`src/rtl/prog_bus_pkg.sv`:
```
// Shared encodings for the program fetch bus sequencer.
package prog_bus_pkg;
    // Source of the next fetch address.
    typedef enum logic [1:0] {
        FM_SEQ  = 2'b00,
        FM_JUMP = 2'b01,
        FM_VEC  = 2'b10
    } fetch_mode_e;

    // Bus sequencer states.
    typedef enum logic [2:0] {
        ST_IDLE,
        ST_ROM,
        ST_ROMW,
        ST_ADDR,
        ST_STRB,
        ST_DONE
    } bus_state_e;

    // Kind of transfer in flight.
    typedef enum logic [1:0] {
        OP_FETCH,
        OP_READ,
        OP_WRITE
    } bus_op_e;
endpackage

```
`src/rtl/prog_bus_route.sv`:
```
// Fetch address selection and internal/external routing.
// Holds the program counter (reset 0). Picks the sequential, jump or
// vector address. Decides whether that address lies in internal ROM.
// Assumes take is asserted only when the sequencer accepts a fetch.
module prog_bus_route #(
    parameter int AW        = 16,
    parameter int IDX_W     = 3,
    parameter int ROM_BYTES = 4096,
    parameter int VEC_BASE  = 3,
    parameter int VEC_STEP  = 8
) (
    input  logic                 clk,
    input  logic                 rst_n,
    input  logic                 ext_strap,
    input  logic [1:0]           mode,
    input  logic [AW-1:0]        jump_addr,
    input  logic [IDX_W-1:0]     vec_idx,
    input  logic                 take,
    output logic [AW-1:0]        sel_addr,
    output logic                 sel_int
);
    import prog_bus_pkg::*;

    localparam logic [AW-1:0] VB_C = AW'(VEC_BASE);
    localparam logic [AW-1:0] VS_C = AW'(VEC_STEP);

    logic [AW-1:0] pc_q;

    // Choose the address of the fetch being requested.
    always_comb begin
        case (fetch_mode_e'(mode))
            FM_JUMP: sel_addr = jump_addr;
            FM_VEC:  sel_addr = VB_C + VS_C * AW'(vec_idx);
            default: sel_addr = pc_q;
        endcase
    end

    // Internal decode: absent ROM means every fetch goes outside.
    generate
        if (ROM_BYTES == 0) begin : g_no_rom
            assign sel_int = 1'b0;
        end else begin : g_rom
            localparam logic [AW:0] LIMIT_C = (AW+1)'(ROM_BYTES);
            assign sel_int = ext_strap && ({1'b0, sel_addr} < LIMIT_C);
        end
    endgenerate

    // Program counter: next sequential address after each accepted fetch.
    always_ff @(posedge clk) begin
        if (!rst_n)
            pc_q <= '0;
        else if (take)
            pc_q <= sel_addr + AW'(1);
    end
endmodule

```
`src/rtl/prog_bus_slot.sv`:
```
// Single-entry holding slot for a data request that collided with a fetch.
// Assumes load and clear are never asserted together.
module prog_bus_slot #(
    parameter int AW = 16,
    parameter int DW = 8
) (
    input  logic          clk,
    input  logic          rst_n,
    input  logic          load,
    input  logic          clear,
    input  logic          in_write,
    input  logic          in_wide,
    input  logic [AW-1:0] in_addr,
    input  logic [DW-1:0] in_wdata,
    output logic          pend,
    output logic          p_write,
    output logic          p_wide,
    output logic [AW-1:0] p_addr,
    output logic [DW-1:0] p_wdata
);
    // Valid flag of the slot.
    always_ff @(posedge clk) begin
        if (!rst_n)
            pend <= 1'b0;
        else if (load)
            pend <= 1'b1;
        else if (clear)
            pend <= 1'b0;
    end

    // Request fields captured with the flag.
    always_ff @(posedge clk) begin
        if (!rst_n) begin
            p_write <= 1'b0;
            p_wide  <= 1'b0;
            p_addr  <= '0;
            p_wdata <= '0;
        end else if (load) begin
            p_write <= in_write;
            p_wide  <= in_wide;
            p_addr  <= in_addr;
            p_wdata <= in_wdata;
        end
    end
endmodule

```
`src/rtl/prog_bus_ctl.sv`:
```
// Bus cycle sequencer. Runs one transfer at a time:
//   - internal fetch: ROM, ROMW, DONE;
//   - external fetch or data move: ADDR, STRB x STROBE_CYCLES, DONE.
// DONE also serves as the bus turnaround with port 0 released.
// Assumes start_fetch and start_data are only asserted in idle, never together.
module prog_bus_ctl #(
    parameter int AW            = 16,
    parameter int DW            = 8,
    parameter int STROBE_CYCLES = 2
) (
    input  logic          clk,
    input  logic          rst_n,
    input  logic          start_fetch,
    input  logic [AW-1:0] f_addr,
    input  logic          f_int,
    input  logic          start_data,
    input  logic          d_write,
    input  logic          d_wide,
    input  logic [AW-1:0] d_addr,
    input  logic [DW-1:0] d_wdata,
    input  logic [DW-1:0] rom_data,
    input  logic [DW-1:0] p0_in,
    output logic          idle,
    output logic          rom_en,
    output logic [AW-1:0] rom_addr,
    output logic          ale,
    output logic          psen_n,
    output logic          rd_n,
    output logic          wr_n,
    output logic [DW-1:0] p0_out,
    output logic          p0_oe,
    output logic [AW-DW-1:0] p2_out,
    output logic          p2_oe,
    output logic          f_done,
    output logic          f_ext,
    output logic [AW-1:0] f_addr_q,
    output logic [DW-1:0] cap_q,
    output logic          d_done
);
    import prog_bus_pkg::*;

    localparam int CW = $clog2(STROBE_CYCLES + 1);
    localparam logic [CW-1:0] LAST_C = CW'(STROBE_CYCLES - 1);

    bus_state_e    state_q;
    bus_op_e       op_q;
    logic [AW-1:0] addr_q;
    logic [DW-1:0] wdata_q;
    logic          wide_q;
    logic          int_q;
    logic [CW-1:0] cnt_q;

    // State machine and transfer context.
    always_ff @(posedge clk) begin
        if (!rst_n) begin
            state_q <= ST_IDLE;
            op_q    <= OP_FETCH;
            addr_q  <= '0;
            wdata_q <= '0;
            wide_q  <= 1'b0;
            int_q   <= 1'b0;
            cnt_q   <= '0;
        end else begin
            case (state_q)
                ST_IDLE: begin
                    cnt_q <= '0;
                    if (start_fetch) begin
                        op_q    <= OP_FETCH;
                        addr_q  <= f_addr;
                        int_q   <= f_int;
                        wide_q  <= 1'b1;
                        state_q <= f_int ? ST_ROM : ST_ADDR;
                    end else if (start_data) begin
                        op_q    <= d_write ? OP_WRITE : OP_READ;
                        addr_q  <= d_addr;
                        wdata_q <= d_wdata;
                        wide_q  <= d_wide;
                        int_q   <= 1'b0;
                        state_q <= ST_ADDR;
                    end
                end
                ST_ROM:  state_q <= ST_ROMW;
                ST_ROMW: state_q <= ST_DONE;
                ST_ADDR: state_q <= ST_STRB;
                ST_STRB: begin
                    if (cnt_q == LAST_C) begin
                        cnt_q   <= '0;
                        state_q <= ST_DONE;
                    end else begin
                        cnt_q <= cnt_q + CW'(1);
                    end
                end
                default: state_q <= ST_IDLE;
            endcase
        end
    end

    // Captured result byte: ROM data or port 0 at the last strobe cycle.
    always_ff @(posedge clk) begin
        if (!rst_n)
            cap_q <= '0;
        else if (state_q == ST_ROMW)
            cap_q <= rom_data;
        else if (state_q == ST_STRB && cnt_q == LAST_C && op_q != OP_WRITE)
            cap_q <= p0_in;
    end

    // Bus pin decode from the current state and operation.
    always_comb begin
        idle     = (state_q == ST_IDLE);
        rom_en   = (state_q == ST_ROM);
        rom_addr = addr_q;
        ale      = (state_q == ST_ADDR);
        psen_n   = !(state_q == ST_STRB && op_q == OP_FETCH);
        rd_n     = !(state_q == ST_STRB && op_q == OP_READ);
        wr_n     = !(state_q == ST_STRB && op_q == OP_WRITE);
        p0_oe    = (state_q == ST_ADDR) || (state_q == ST_STRB && op_q == OP_WRITE);
        p0_out   = (state_q == ST_ADDR) ? addr_q[DW-1:0] :
                   (p0_oe ? wdata_q : '0);
        p2_oe    = (state_q == ST_ADDR || state_q == ST_STRB) && wide_q;
        p2_out   = p2_oe ? addr_q[AW-1:DW] : '0;
        f_done   = (state_q == ST_DONE) && (op_q == OP_FETCH);
        d_done   = (state_q == ST_DONE) && (op_q != OP_FETCH);
        f_ext    = !int_q;
        f_addr_q = addr_q;
    end
endmodule

```
`src/rtl/prog_bus_seq.sv`:
```
// Program fetch bus sequencer top.
// Arbitrates fetch and data requests (fetch first on a tie, data parked in
// a slot). Routes fetches by strap and ROM size. Drives the multiplexed bus.
// Assumes requests are offered only while fetch_ready is high.
module prog_bus_seq #(
    parameter int AW            = 16,
    parameter int DW            = 8,
    parameter int IDX_W         = 3,
    parameter int ROM_BYTES     = 4096,
    parameter int VEC_BASE      = 3,
    parameter int VEC_STEP      = 8,
    parameter int STROBE_CYCLES = 2
) (
    input  logic             clk,
    input  logic             rst_n,
    input  logic             ext_strap,
    input  logic             fetch_req,
    input  logic [1:0]       fetch_mode,
    input  logic [AW-1:0]    fetch_target,
    input  logic [IDX_W-1:0] vec_idx,
    output logic             fetch_ready,
    output logic             fetch_done,
    output logic [AW-1:0]    fetch_addr,
    output logic [DW-1:0]    fetch_code,
    output logic             fetch_ext,
    input  logic             dat_req,
    input  logic             dat_write,
    input  logic             dat_wide,
    input  logic [AW-1:0]    dat_addr,
    input  logic [DW-1:0]    dat_wdata,
    output logic             dat_done,
    output logic [DW-1:0]    dat_rdata,
    output logic             rom_en,
    output logic [AW-1:0]    rom_addr,
    input  logic [DW-1:0]    rom_data,
    output logic             ale,
    output logic             psen_n,
    output logic             rd_n,
    output logic             wr_n,
    output logic [DW-1:0]    p0_out,
    output logic             p0_oe,
    input  logic [DW-1:0]    p0_in,
    output logic [AW-DW-1:0] p2_out,
    output logic             p2_oe
);
    logic          idle;
    logic          pend;
    logic          p_write, p_wide;
    logic [AW-1:0] p_addr;
    logic [DW-1:0] p_wdata;
    logic          take_fetch, take_data, park_data;
    logic [AW-1:0] sel_addr;
    logic          sel_int;
    logic          s_write, s_wide;
    logic [AW-1:0] s_addr;
    logic [DW-1:0] s_wdata;
    logic [DW-1:0] cap;

    // Request arbitration: parked data first, then fetch, then new data.
    always_comb begin
        fetch_ready = idle && !pend;
        take_fetch  = fetch_ready && fetch_req;
        park_data   = fetch_ready && fetch_req && dat_req;
        take_data   = idle && (pend || (fetch_ready && dat_req && !fetch_req));
        s_write     = pend ? p_write : dat_write;
        s_wide      = pend ? p_wide  : dat_wide;
        s_addr      = pend ? p_addr  : dat_addr;
        s_wdata     = pend ? p_wdata : dat_wdata;
    end

    prog_bus_route #(
        .AW(AW), .IDX_W(IDX_W), .ROM_BYTES(ROM_BYTES),
        .VEC_BASE(VEC_BASE), .VEC_STEP(VEC_STEP)
    ) u_route (
        .clk(clk), .rst_n(rst_n), .ext_strap(ext_strap),
        .mode(fetch_mode), .jump_addr(fetch_target), .vec_idx(vec_idx),
        .take(take_fetch), .sel_addr(sel_addr), .sel_int(sel_int)
    );

    prog_bus_slot #(.AW(AW), .DW(DW)) u_slot (
        .clk(clk), .rst_n(rst_n), .load(park_data), .clear(idle && pend),
        .in_write(dat_write), .in_wide(dat_wide), .in_addr(dat_addr),
        .in_wdata(dat_wdata), .pend(pend), .p_write(p_write),
        .p_wide(p_wide), .p_addr(p_addr), .p_wdata(p_wdata)
    );

    prog_bus_ctl #(.AW(AW), .DW(DW), .STROBE_CYCLES(STROBE_CYCLES)) u_ctl (
        .clk(clk), .rst_n(rst_n),
        .start_fetch(take_fetch), .f_addr(sel_addr), .f_int(sel_int),
        .start_data(take_data), .d_write(s_write), .d_wide(s_wide),
        .d_addr(s_addr), .d_wdata(s_wdata),
        .rom_data(rom_data), .p0_in(p0_in),
        .idle(idle), .rom_en(rom_en), .rom_addr(rom_addr),
        .ale(ale), .psen_n(psen_n), .rd_n(rd_n), .wr_n(wr_n),
        .p0_out(p0_out), .p0_oe(p0_oe), .p2_out(p2_out), .p2_oe(p2_oe),
        .f_done(fetch_done), .f_ext(fetch_ext), .f_addr_q(fetch_addr),
        .cap_q(cap), .d_done(dat_done)
    );

    // Both completion paths report the same captured byte.
    assign fetch_code = cap;
    assign dat_rdata  = cap;
endmodule

```
`config.mk`:
```
export PLATFORM = sky130hd
export DESIGN_NAME = prog_bus_seq
export DESIGN_NICKNAME = d
export VERILOG_FILES = /design/src/rtl/prog_bus_pkg.sv /design/src/rtl/prog_bus_route.sv /design/src/rtl/prog_bus_slot.sv /design/src/rtl/prog_bus_ctl.sv /design/src/rtl/prog_bus_seq.sv
export SDC_FILE = /design/constraint.sdc
export NUM_CORES = 1
export LEC_CHECK = 0
export ABC_AREA = 1
export ABC_CLOCK_PERIOD_IN_PS = 2650
export BUFFER_PORTS_ARGS = -buffer_cell sky130_fd_sc_hd__buf_2
export CAP_MARGIN = 15
export CORE_AREA = 2 2 99 148
export CTS_CLUSTER_DIAMETER = 80
export DETAILED_ROUTE_END_ITERATION = 8
export DIE_AREA = 0 0 101 150
export PLACE_DENSITY = 0.72
export SETUP_SLACK_MARGIN = 0.5
export SLEW_MARGIN = 10
export SYNTH_ARGS = -nofsm -noshare
export SYNTH_HDL_FRONTEND = slang
export SYNTH_HIERARCHICAL = 1
export SYNTH_SLANG_ARGS = --single-unit
```
`constraint.sdc`:
```
create_clock -name clk -period 2.65 [get_ports clk]
set_clock_uncertainty 0.05 [all_clocks]
set_input_delay 0.265 -clock clk [delete_from_list [all_inputs] [get_ports clk]]
set_output_delay 0.265 -clock clk [all_outputs]
set_load 0.05 [all_outputs]
```
==> impl_metrics.json <==
{
  "chipHeight_um": 150,
  "grt_max_degree": 59,
  "grt_pass1_wl_um": 23180,
  "routedWlPerCell_um": 12.92,
  "worstMarginPinSlew_ns": 0.5407,
  "path_clk_slew_ns": 0.07,
  "outcome": "complete, no violations",
  "crit_chain": "inv_2, nand3_2, buf_4, o21ai_0, buf_2",
  "p_comb_share_pct": 53.8,
  "synth-warning-count": 6,
  "cts_tree": "done",
  "crit_arrival_ns": 1.74,
  "cts_buffer_depth": 2,
  "nets": 1055,
  "post-route-period-util_pct": 77.46,
  "viasPerCell": 4.745,
  "antenna_found_initial": 0,
  "holdBufCountCts": 0,
  "fp.dieArea_sq_um": 15150,
  "pwr-share-clk_pct": 19.8,
  "ys_seq_area_share_pct": 31.04,
  "yosysTopAreaCellShare_pct": 31.04,
  "hp-class": "in2reg",
  "rsz0062_at_grt": "false",
  "clock_latency_ns": 0.35,
  "slowest_delay_ns": 0.37,
  "finalSetupViolations": 0,
  "drt_iter0_drc": 297,
  "synth_common_cells": "nand2_1, nor2_1, inv_1, dfxtp_1, nand3_1",
  "overflow": 0,
  "final_max_slew_viol_count": 0,
  "preCtsSetupSlack_ns": 0.3135,
  "area_delta_synth_final_pct": 18.87,
  "rows": 53,
  "htree_num_levels": 3,
  "synth_most_common_cell": "nand2_1",
  "fmax_ghz": 0.4872,
  "drive_above_1_share_pct": 25.38,
  "synth.distinct_cells": 35,
  "power.share.sequential_pct": 26.4,
  "drtAntennaViolNets": 0,
  "setup-tns-final_ns": 0,
  "path_class": "reg2out",
  "period_minus_slack_ns": 2.053,
  "async_flop_share_pct": 0,
  "hpwl_um": 11210,
  "worst_slack_ns": 0.5973,
  "die_w_um": 101,
  "synth_flop_cell": "dfxtp_1",
  "slowest_stage": "dfxtp_2",
  "core_area_sq_um": 13930,
  "p_int_uw": 3535,
  "synth.largest_area_cell": "dfxtp_1",
  "syn_nets": 946,
  "syn_area_sq_um": 5418,
  "finalHoldViolCount": 0,
  "start_kind": "flop",
  "grt_pass1_vias": 4864,
  "drc_errors": 0,
  "fill_cells": 1492,
  "numCtsBuffers": 9,
  "initial_core_util_pct": 38.90,
  "p_sw_share_pct": 50.71,
  "port-buffer-count": 142,
  "crit_path_end_kind": "output port",
  "required_ns": 2.34,
  "synth.avg_cell_area_sq_um": 6.192,
  "wirelength_um": 14910,
  "p_leak_uw": 0.003445,
  "synth_edf_count": 0,
  "grt_usage_pct": 19.54,
  "synth_cells": 875,
  "power_density_nw_per_um2": 1114,
  "crit_path_max_fanout": 7,
  "io_pins": 143,
  "slew_headroom_pct": 63.91,
  "place.gp.congestion": 1.004,
  "via_count": 5476,
  "ir_drop_v": 0.0005387,
  "first_pass_iters": 5,
  "max_cap_violations": 0,
  "synth_area_leaders": "dfxtp_1, nand2_1, nor2_1, inv_1, nand3_1",
  "cts_sinks": 84,
  "diodes": 0,
  "cts_root_buf": "clkbuf_16",
  "switching_power_uw": 3637,
  "ys_ff_latch": 84
}
-- kinds of logic (layout without fill, tap and decap cells) --
group           count (synthesis)  count (layout)  synth area share, %
simple gates                  513             513                40.37
buf+inv                       169             283                16.67
compound gates                102             102                10.58
flops                          84              84                31.04
xor+xnor                        4               4               0.6466
fa+ha+maj                       3               3               0.6929
-- path summary, 6_finish.rpt --
kind	startpoint	slack, ns	end	cells after the start
worst min register to register	u_ctl/cnt_q[1]	0.41	u_ctl/cnt_q[1]	2
worst max register to register	u_ctl/state_q[0]	0.68	u_ctl/wdata_q[0]	11
worst max-delay path	u_ctl/state_q[2]	0.60	p0_out[0]	5
worst min-delay path	dat_wdata[4]	0.11	u_slot/p_wdata[4]	3
-- per-stage QoR --
stage / instances / cell area (sq um) / utilization (%) / total power, uW / hold WS (ns)
2_1_floorplan: 875 / 5445 / - / 5090 / 0.3499
3_3_place_gp: 1131 / 5987 / 42.99 / 5618 / 0.3805
3_5_place_dp: 1131 / 5987 / 42.99 / 5657 / 0.3876
4_1_cts: 1147 / 6346 / 45.57 / 7102 / 0.1033
5_1_grt: 1154 / 6440 / 46.24 / 7659 / 0.1166
6_report: 1154 / 6440 / 46.24 / 7173 / 0.1150
-- sequential cells by signal, indices dropped and copies added, names as in the netlist --
signal / cells
u_ctl/wdata_q: 8
u_slot/p_addr: 16
u_ctl/int_q: 1
u_route/pc_q: 16
u_slot/p_write: 1
u_ctl/cnt_q: 2
u_ctl/f_addr_q: 16
u_slot/pend: 1
u_ctl/op_q: 2
u_slot/p_wdata: 8
u_ctl/wide_q: 1
u_ctl/state_q: 3
u_ctl/cap_q: 8
u_slot/p_wide: 1
-- routing by layer --
layer	routed length [um]	part of all wire [%]	vias to the layer above	GRT usage [%]
met4	694	4.7	0	11.08
li1	-	-	2888	-
met5	0	0	-	0
met3	726	4.9	41	3.596
met1	5934	40	2386	21.82
met2	7549	51	161	34.30
-- area by class of cell --
cell class | instances | area, sq um | share of cell area, %
clock inverters | 6 | 93.84 | 1.457
multi-input cells | 622 | 2875 | 44.65
flip-flops and latches | 84 | 1683 | 26.13
well taps | 165 | 206.4 | 3.206
repair buffers | 161 | 930.9 | 14.46
inverters | 106 | 411.6 | 6.392
clock buffers | 10 | 239.0 | 3.711
-- cells in the final DEF, fill, tap and decap left out, types with 4 or more instances in the layout --
master | synthesis | routed
a21oi_1 | 19 | 19
buf_2 | 9 | 133
buf_4 | 27 | 23
clkbuf_16 | 0 | 10
dfxtp_1 | 84 | 83
inv_1 | 95 | 93
inv_2 | 9 | 10
nand2_1 | 254 | 254
nand2_2 | 15 | 15
nand3_1 | 56 | 55
nand3_2 | 3 | 4
nor2_1 | 159 | 150
nor2_2 | 11 | 19
o21ai_0 | 49 | 49
o21ai_1 | 20 | 20
o21ai_2 | 7 | 7
xor2_1 | 4 | 4
-- power groups by stage --
stage | Combinational [uW] | Clock [uW] | Sequential, uW
after floorplan | 2680 | 0 | 2410
after detailed placement | 3740 | 0 | 1920
after global routing | 4220 | 1500 | 1940
after global placement | 3720 | 0 | 1900
final | 3860 | 1420 | 1890
after CTS | 3750 | 1450 | 1900
-- what timing repair did --
action	4_1_cts	5_1_grt
pin swaps	0	2
resized for setup	10	6
setup endpoints to repair	15	24
endpoints found under the hold margin	0	0
cloned	0	1
buffers inserted	0	6
-- worst max-delay path: cells and delay by family, from the launching register on --
family | cells | cell delay (ns)
buf+inv | 3 | 0.68
flops | 1 | 0.37
simple gates | 1 | 0.20
compound gates | 1 | 0.14
Note: power is estimated with default switching activity, not from simulation.
